## src/rtl/li_chg_pkg.sv

```systemverilog
package li_chg_pkg;
  typedef enum logic [1:0] {SRC_NONE = 2'd0, SRC_AC = 2'd1, SRC_USB = 2'd2} src_e;
  typedef enum logic [1:0] {CUR_OFF = 2'd0, CUR_DET = 2'd1, CUR_PRE = 2'd2, CUR_FAST = 2'd3} cur_e;
  typedef enum logic [2:0] {
    ST_IDLE, ST_WAIT, ST_PRE, ST_FAST, ST_DONE, ST_FAULT
  } chg_st_e;
  localparam int unsigned ST_W = 8;
  localparam int unsigned ACK_W = 3;
endpackage

```

## src/rtl/li_chg_tmr.sv

```systemverilog
module li_chg_tmr #(
  parameter int unsigned LIMIT = 16
) (
  input  logic clk_i,
  input  logic rst_ni,
  input  logic clr_i,
  input  logic run_i,
  output logic exp_o
);
  localparam int unsigned W = $clog2(LIMIT + 1);
  logic [W-1:0] cnt_q;

  always_ff @(posedge clk_i or negedge rst_ni) begin
    if (!rst_ni)     cnt_q <= '0;
    else if (clr_i)  cnt_q <= '0;
    else if (run_i)  cnt_q <= cnt_q + 1'b1;
  end

  assign exp_o = run_i && !clr_i && (cnt_q == W'(LIMIT - 1));
endmodule

```

## src/rtl/li_chg_src.sv

```systemverilog
module li_chg_src
  import li_chg_pkg::*;
(
  input  logic       clk_i,
  input  logic       rst_ni,
  input  logic       ac_ok_i,
  input  logic       usb_ok_i,
  input  logic       ac_ovp_i,
  input  logic       chg_rst_i,
  input  logic       usb_hi_i,
  input  logic [1:0] ac_derate_i,
  output src_e       src_o,
  output logic       pg_o,
  output logic [2:0] scale_o
);
  logic ac_valid;
  src_e src_d;

  assign ac_valid = ac_ok_i && !ac_ovp_i;

  always_comb begin
    if (ac_valid)      src_d = SRC_AC;
    else if (usb_ok_i) src_d = SRC_USB;
    else               src_d = SRC_NONE;
  end

  always_ff @(posedge clk_i or negedge rst_ni) begin
    if (!rst_ni) begin
      src_o <= SRC_NONE;
      pg_o  <= 1'b0;
    end else begin
      src_o <= src_d;
      pg_o  <= (src_d != SRC_NONE) && !chg_rst_i;
    end
  end

  always_comb begin
    case (src_o)
      SRC_AC:  scale_o = {1'b0, ac_derate_i};
      SRC_USB: scale_o = {2'b10, usb_hi_i};
      default: scale_o = 3'b000;
    endcase
  end
endmodule

```

## src/rtl/li_chg_fsm.sv

```systemverilog
module li_chg_fsm
  import li_chg_pkg::*;
(
  input  logic             clk_i,
  input  logic             rst_ni,
  input  src_e             src_i,
  input  logic             en_i,
  input  logic             chg_rst_i,
  input  logic             tick_i,
  input  logic             bat_low_i,
  input  logic             bat_rch_i,
  input  logic             in_vreg_i,
  input  logic             below_taper_i,
  input  logic             below_term_i,
  input  logic             temp_ok_i,
  input  logic             tj_hot_i,
  input  logic             bat_swap_i,
  input  logic             tmr_en_i,
  input  logic             fault_clr_i,
  input  logic [ACK_W-1:0] int_ack_i,
  input  logic             usb_exp_i,
  input  logic             pre_exp_i,
  input  logic             fast_exp_i,
  input  logic             tap_exp_i,
  output logic             usb_run_o,
  output logic             usb_clr_o,
  output logic             pre_run_o,
  output logic             pre_clr_o,
  output logic             fast_run_o,
  output logic             fast_clr_o,
  output logic             tap_run_o,
  output logic             tap_clr_o,
  output cur_e             cur_o,
  output logic [ST_W-1:0]  status_o
);
  chg_st_e st_q, st_d, start_st;
  logic    susp, vreg_q, vreg_fell, go_tap, go_term, restart;
  logic    tap_st_q, term_st_q, susp_st_q;

  assign susp      = (st_q == ST_PRE || st_q == ST_FAST) && (!temp_ok_i || tj_hot_i);
  assign vreg_fell = vreg_q && !in_vreg_i;
  assign start_st  = bat_low_i ? ST_PRE : ST_FAST;

  always_comb begin
    st_d    = st_q;
    go_tap  = 1'b0;
    go_term = 1'b0;
    restart = 1'b0;
    case (st_q)
      ST_IDLE: if (en_i) st_d = (src_i == SRC_USB) ? ST_WAIT : start_st;
      ST_WAIT: begin
        if (!en_i)                               st_d = ST_IDLE;
        else if (src_i == SRC_AC || usb_exp_i)   st_d = start_st;
      end
      ST_PRE: begin
        if (!en_i)            st_d = ST_IDLE;
        else if (!susp) begin
          if (!bat_low_i)     st_d = ST_FAST;
          else if (pre_exp_i) st_d = ST_FAULT;
        end
      end
      ST_FAST: begin
        if (!en_i) st_d = ST_IDLE;
        else if (!susp) begin
          if (below_term_i) begin
            st_d    = ST_DONE;
            go_term = 1'b1;
          end else if (tap_exp_i) begin
            st_d   = ST_DONE;
            go_tap = 1'b1;
          end else if (fast_exp_i) st_d = ST_FAULT;
        end
      end
      ST_DONE: begin
        if (!en_i) st_d = ST_IDLE;
        else if (bat_rch_i) begin
          st_d    = start_st;
          restart = 1'b1;
        end
      end
      ST_FAULT: if (bat_swap_i || fault_clr_i || chg_rst_i) st_d = ST_IDLE;
      default:  st_d = ST_IDLE;
    endcase
  end

  always_ff @(posedge clk_i or negedge rst_ni) begin
    if (!rst_ni) begin
      st_q      <= ST_IDLE;
      vreg_q    <= 1'b0;
      tap_st_q  <= 1'b0;
      term_st_q <= 1'b0;
      susp_st_q <= 1'b0;
    end else begin
      st_q   <= st_d;
      vreg_q <= in_vreg_i;
      if (go_tap)                       tap_st_q <= 1'b1;
      else if (restart || int_ack_i[0]) tap_st_q <= 1'b0;
      if (go_term)                      term_st_q <= 1'b1;
      else if (restart || int_ack_i[1]) term_st_q <= 1'b0;
      if (susp)                         susp_st_q <= 1'b1;
      else if (int_ack_i[2])            susp_st_q <= 1'b0;
    end
  end

  // timer controls: counts freeze in suspend, clear on leaving the owning state
  assign usb_run_o  = (st_q == ST_WAIT) && tick_i;
  assign usb_clr_o  = (st_q != ST_WAIT);
  assign pre_run_o  = (st_q == ST_PRE) && !susp && tick_i;
  assign pre_clr_o  = (st_q != ST_PRE);
  assign fast_run_o = (st_q == ST_FAST) && !susp && tmr_en_i && tick_i;
  assign fast_clr_o = (st_q != ST_FAST) || !tmr_en_i || vreg_fell;
  assign tap_run_o  = fast_run_o;
  assign tap_clr_o  = (st_q != ST_FAST) || !tmr_en_i || !in_vreg_i || !below_taper_i;

  always_comb begin
    case (st_q)
      ST_PRE:   cur_o = (en_i && !susp) ? CUR_PRE : CUR_OFF;
      ST_FAST:  cur_o = (en_i && !susp) ? CUR_FAST : CUR_OFF;
      ST_FAULT: cur_o = en_i ? CUR_DET : CUR_OFF;
      default:  cur_o = CUR_OFF;
    endcase
  end

  assign status_o = {src_i == SRC_USB, susp_st_q, st_q == ST_FAULT, term_st_q,
                     tap_st_q, st_q == ST_DONE, st_q == ST_FAST, st_q == ST_PRE};
endmodule

```

## src/rtl/li_chg_seq.sv

```systemverilog
module li_chg_seq
  import li_chg_pkg::*;
#(
  parameter int unsigned USB_DLY_TICKS = 64,
  parameter int unsigned PRE_TICKS     = 1800,
  parameter int unsigned FAST_TICKS    = 18000,
  parameter int unsigned TAPER_TICKS   = 900
) (
  input  logic             clk_i,
  input  logic             rst_ni,
  input  logic             tick_i,
  input  logic             ac_ok_i,
  input  logic             usb_ok_i,
  input  logic             ac_ovp_i,
  input  logic             bat_low_i,
  input  logic             bat_rch_i,
  input  logic             in_vreg_i,
  input  logic             below_taper_i,
  input  logic             below_term_i,
  input  logic             temp_ok_i,
  input  logic             tj_hot_i,
  input  logic             bat_swap_i,
  input  logic             usb_hi_i,
  input  logic             tmr_en_i,
  input  logic             chg_rst_i,
  input  logic [1:0]       ac_derate_i,
  input  logic             fault_clr_i,
  input  logic [ACK_W-1:0] int_ack_i,
  output logic [1:0]       src_sel_o,
  output logic [1:0]       cur_mode_o,
  output logic [2:0]       cur_scale_o,
  output logic             pg_en_o,
  output logic [ST_W-1:0]  status_o
);
  localparam int unsigned NTMR = 4;
  localparam int unsigned LIMS [NTMR] = '{USB_DLY_TICKS, PRE_TICKS, FAST_TICKS, TAPER_TICKS};

  src_e src;
  cur_e cur;
  logic chg_en;
  logic [NTMR-1:0] t_run, t_clr, t_exp;

  li_chg_src u_src (
    .clk_i, .rst_ni, .ac_ok_i, .usb_ok_i, .ac_ovp_i, .chg_rst_i, .usb_hi_i, .ac_derate_i,
    .src_o(src), .pg_o(pg_en_o), .scale_o(cur_scale_o)
  );

  assign chg_en = (src != SRC_NONE) && !chg_rst_i;

  for (genvar g = 0; g < NTMR; g++) begin : g_tmr
    li_chg_tmr #(.LIMIT(LIMS[g])) u_tmr (
      .clk_i, .rst_ni, .clr_i(t_clr[g]), .run_i(t_run[g]), .exp_o(t_exp[g])
    );
  end

  li_chg_fsm u_fsm (
    .clk_i, .rst_ni, .src_i(src), .en_i(chg_en), .chg_rst_i, .tick_i,
    .bat_low_i, .bat_rch_i, .in_vreg_i, .below_taper_i, .below_term_i,
    .temp_ok_i, .tj_hot_i, .bat_swap_i, .tmr_en_i, .fault_clr_i, .int_ack_i,
    .usb_exp_i(t_exp[0]), .pre_exp_i(t_exp[1]), .fast_exp_i(t_exp[2]), .tap_exp_i(t_exp[3]),
    .usb_run_o(t_run[0]),  .usb_clr_o(t_clr[0]),
    .pre_run_o(t_run[1]),  .pre_clr_o(t_clr[1]),
    .fast_run_o(t_run[2]), .fast_clr_o(t_clr[2]),
    .tap_run_o(t_run[3]),  .tap_clr_o(t_clr[3]),
    .cur_o(cur), .status_o
  );

  assign src_sel_o  = src;
  assign cur_mode_o = cur;
endmodule

```

## config.mk

```make
export PLATFORM = sky130hd
export DESIGN_NAME = li_chg_seq
export DESIGN_NICKNAME = d
export VERILOG_FILES = /design/src/rtl/li_chg_pkg.sv /design/src/rtl/li_chg_tmr.sv /design/src/rtl/li_chg_src.sv /design/src/rtl/li_chg_fsm.sv /design/src/rtl/li_chg_seq.sv
export SDC_FILE = /design/constraint.sdc
export NUM_CORES = 1
export LEC_CHECK = 0
export BUFFER_PORTS_ARGS = -buffer_cell sky130_fd_sc_hd__buf_2
export CORE_MARGIN = 2
export CORE_UTILIZATION = 57
export CTS_CLUSTER_SIZE = 28
export DETAILED_ROUTE_END_ITERATION = 12
export HOLD_SLACK_MARGIN = 0.02
export PLACE_DENSITY = 0.91
export REMOVE_ABC_BUFFERS = 1
export SYNTH_ARGS = -nofsm -noshare
export SYNTH_HDL_FRONTEND = slang
export SYNTH_SLANG_ARGS = --single-unit
export TNS_END_PERCENT = 50
```

## constraint.sdc

```tcl
create_clock -name clk_i -period 2.5 [get_ports clk_i]
set_input_delay 0.5 -clock clk_i [delete_from_list [all_inputs] [get_ports clk_i]]
set_output_delay 0.5 -clock clk_i [all_outputs]
set_load 0.005 [all_outputs]
```

==> results.md <==
* Area grow syn2layout at 13.2%
* Die height at 75.0 um
* Depth of the CTS H-tree at 2
* Drt pass-1 iters at 4
* Synth area leaders: dfrtp_1 (46%), xor2_1 (7.3%), nor2_1 (6.7%)
* Vias per Instance at 5.64
* First-pass GRT wire length at 10300 um
* Max IR drop VDD at 0.406 mV
* Ys flop type: dfrtp_1
* Post-Syn Area at 2870 sq um
* Post-synth EDFFs at 0
* Share of flip-flops with an asynchronous set or reset at 1.00
* Largest net degree at the start of global routing at 54
* CP Launch Type: flop
* Total wire length at 6030 um
* Synth Area per Inst at 9.38 sq um
* Fmax at 448 MHz
* Slew Viols, Final at 0
* CTS Buffer Depth at 2
* FF-to-FF path depth at 6
* Seq. cell area at 1330 sq um
* Routability Congestion at 0.940
* Effective utilization at floorplan at 0.600
* Grt total ovfl at 0
* CTS clock-pin slew for the worst setup and hold paths at 0.09 ns
* Flop2flop setup slack at 0.27 ns
* RR Endpoint: u_fsm.st_q[0]$_DFFE_PN0P_
* Vias in the first global route at 2385
* # Max-Cap Violations at 0
* Unrepaired setup endpoints after global routing: false
* CTS Hold Bufs at 0
* WP data required at 2.70 ns
* Hold_ws at 0.177 ns
* Placed instance count at 406
* RR Startpoint: u_fsm.st_q[2]$_DFFE_PN0P_
* Slew headroom at 0.692
* Most numerous cell in the Yosys netlist: dfrtp_1
* Hpwl dp at 4370 um
* CP Class: reg2reg
* I/O pin count at 39
* Cells after Synth at 306
* CTS tree: yes
* Power Dens Cells at 629 nW/um^2
* CTS Buf Count at 5
* Status: finished clean
* Die area at 5620 sq um
* Final nets at 376
* Area of the multi-input gates at 1430 sq um
* HP Class: in2async
* Gates resized, CTS repair at 0
* Die W at 75.0 um
* Final core utilization at 0.679
* Endpoints failing hold at 0
* Initial antenna violation count at 0
* Synth top cells by count: dfrtp_1 (53), nor2_1 (51), xor2_1 (24), nand2_1 (23), nand3_1 (19)
* Wire length per cell at 14.6 um
* Synth cell types at 47
* Slew @ Worst Pin at 0.457 ns
* Register area share after synthesis at 0.462
* Final period util at 0.894
* N_diodes at 0
* Leakage at 1.42 nW
* Final Non-Filler Cells at 413
* Routed vias at 2329
* Residual antenna-violating net count after detailed routing at 0
* Detailed Route Iter0 Violations at 160
* Drt drc at 0
* CTS Root Cell: clkbuf_8
* Setup Total Neg Slack at 0 ns
* Critical-path maximum fanout at 11
* Clk_skew at 0.0136 ns
* Area share of the largest cell type after synthesis at 0.462
* Core area at 4790 sq um
* Total GRT Usage at 0.241
* Crit path time final at 2.23 ns
* Layout cells sized above 1 at 0.199
* Area leader, netlist: dfrtp_1
* Clk_lat worst skew at 0.31 ns
* PortBufs at 38
* Worst setup EP type: flop
* Crit path arrival time at 2.43 ns
* Seq cells post-synth at 53
* Standard-cell rows at 25
* Number of fillers in the final layout at 374
* Post-CTS setup buffer count at 0
* Clk sinks at 53
* Synth warn at 0
* Final setup violation count at 0
## report_power, final
part | switching (mW) | internal, mW | total, mW
logic | 0.275 | 0.231 | 0.506
clock network | 0.268 | 0.291 | 0.560
registers | 0.0758 | 0.901 | 0.977
total | 0.619 | 1.42 | 2.04
## layout by cell type (no fill, tap or decap), types with 2 or more instances in the layout
cell type / instances
xnor2_1: 10
o211ai_1: 2
o21ai_0: 7
ha_1: 7
dfrtp_1: 53
nand2_1: 23
a2bb2oi_1: 2
nor4_1: 3
nor2_1: 51
or3_1: 4
nand3_1: 19
clkbuf_8: 5
nor3_1: 12
nor2b_1: 6
inv_1: 10
a22oi_1: 2
nand4_1: 12
and2_1: 2
buf_2: 38
or2_2: 3
nand3b_1: 3
buf_4: 8
mux2_4: 2
nor4b_1: 3
a21oi_1: 9
xor2_1: 24
and4_1: 2
and3_1: 3
## logic make-up (layout without fill, tap and decap cells)
family	after synthesis	after routing	share of synthesized area
AOI/OAI and AO/OA	30	30	0.0724
xor gates and xnor gates	34	34	0.104
adders and majority gates	7	7	0.0305
buffers and inverters	24	64	0.0405
DFF	53	53	0.462
muxes	3	3	0.0139
and+or+nand+nor	155	155	0.277
## how the worst max path moves through the flow
stage,start,end,cells past startpoint
CTS,u_fsm.st_q[2]$_DFFE_PN0P_,u_fsm.st_q[0]$_DFFE_PN0P_,6
detailed placement,u_fsm.st_q[2]$_DFFE_PN0P_,u_fsm.st_q[1]$_DFFE_PN0P_,6
global placement,u_fsm.st_q[2]$_DFFE_PN0P_,u_fsm.st_q[0]$_DFFE_PN0P_,6
finish,u_fsm.st_q[2]$_DFFE_PN0P_,u_fsm.st_q[0]$_DFFE_PN0P_,6
global route,u_fsm.st_q[2]$_DFFE_PN0P_,u_fsm.st_q[0]$_DFFE_PN0P_,6
floorplan,temp_ok_i,u_fsm.st_q[0]$_DFFE_PN0P_,6
## state kept, by name, summed over array words and instances, names as in the netlist
register	cells
u_fsm.st_q	3
u_src.src_o	2
u_fsm.term_st_q	1
u_fsm.tap_st_q	1
u_fsm.susp_st_q	1
g_tmr.u_tmr.cnt_q	43
u_src.pg_o	1
u_fsm.vreg_q	1
## per-layer routing
layer	GRT usage	up-vias	wire length [um]
met5	0	-	0
met4	0.0913	0	72
met3	0.0643	8	363
met2	0.406	78	3020
met1	0.296	1114	2570
li1	-	1129	-
## per-stage QoR
step                      area (sq um)  setup slack (ns)  power (mW)
after global placement            3150             0.320        1.49
after CTS                         3250             0.252        2.06
after global routing              3250             0.127        2.17
after floorplan                   2790             0.328        1.31
final                             3250             0.266        2.04
after detailed placement          3150             0.277        1.50
## worst max-delay path, stage by stage (launching register included)
cell and delay [ns]:
dfrtp_1 0.49, nand2b_2 0.30, o21ai_2 0.24, nor3_1 0.08
or4b_1 0.56, o211ai_4 0.14, mux2_4 0.32
## layout make-up
class	count	area share
clock inverters	2	0.0108
well taps	67	0.0258
multi-input cells	229	0.439
flip-flops and latches	53	0.408
repair buffers	47	0.0832
clock buffers	5	0.0212
inverters	10	0.0116
Note: power is estimated with default switching activity, not from simulation.
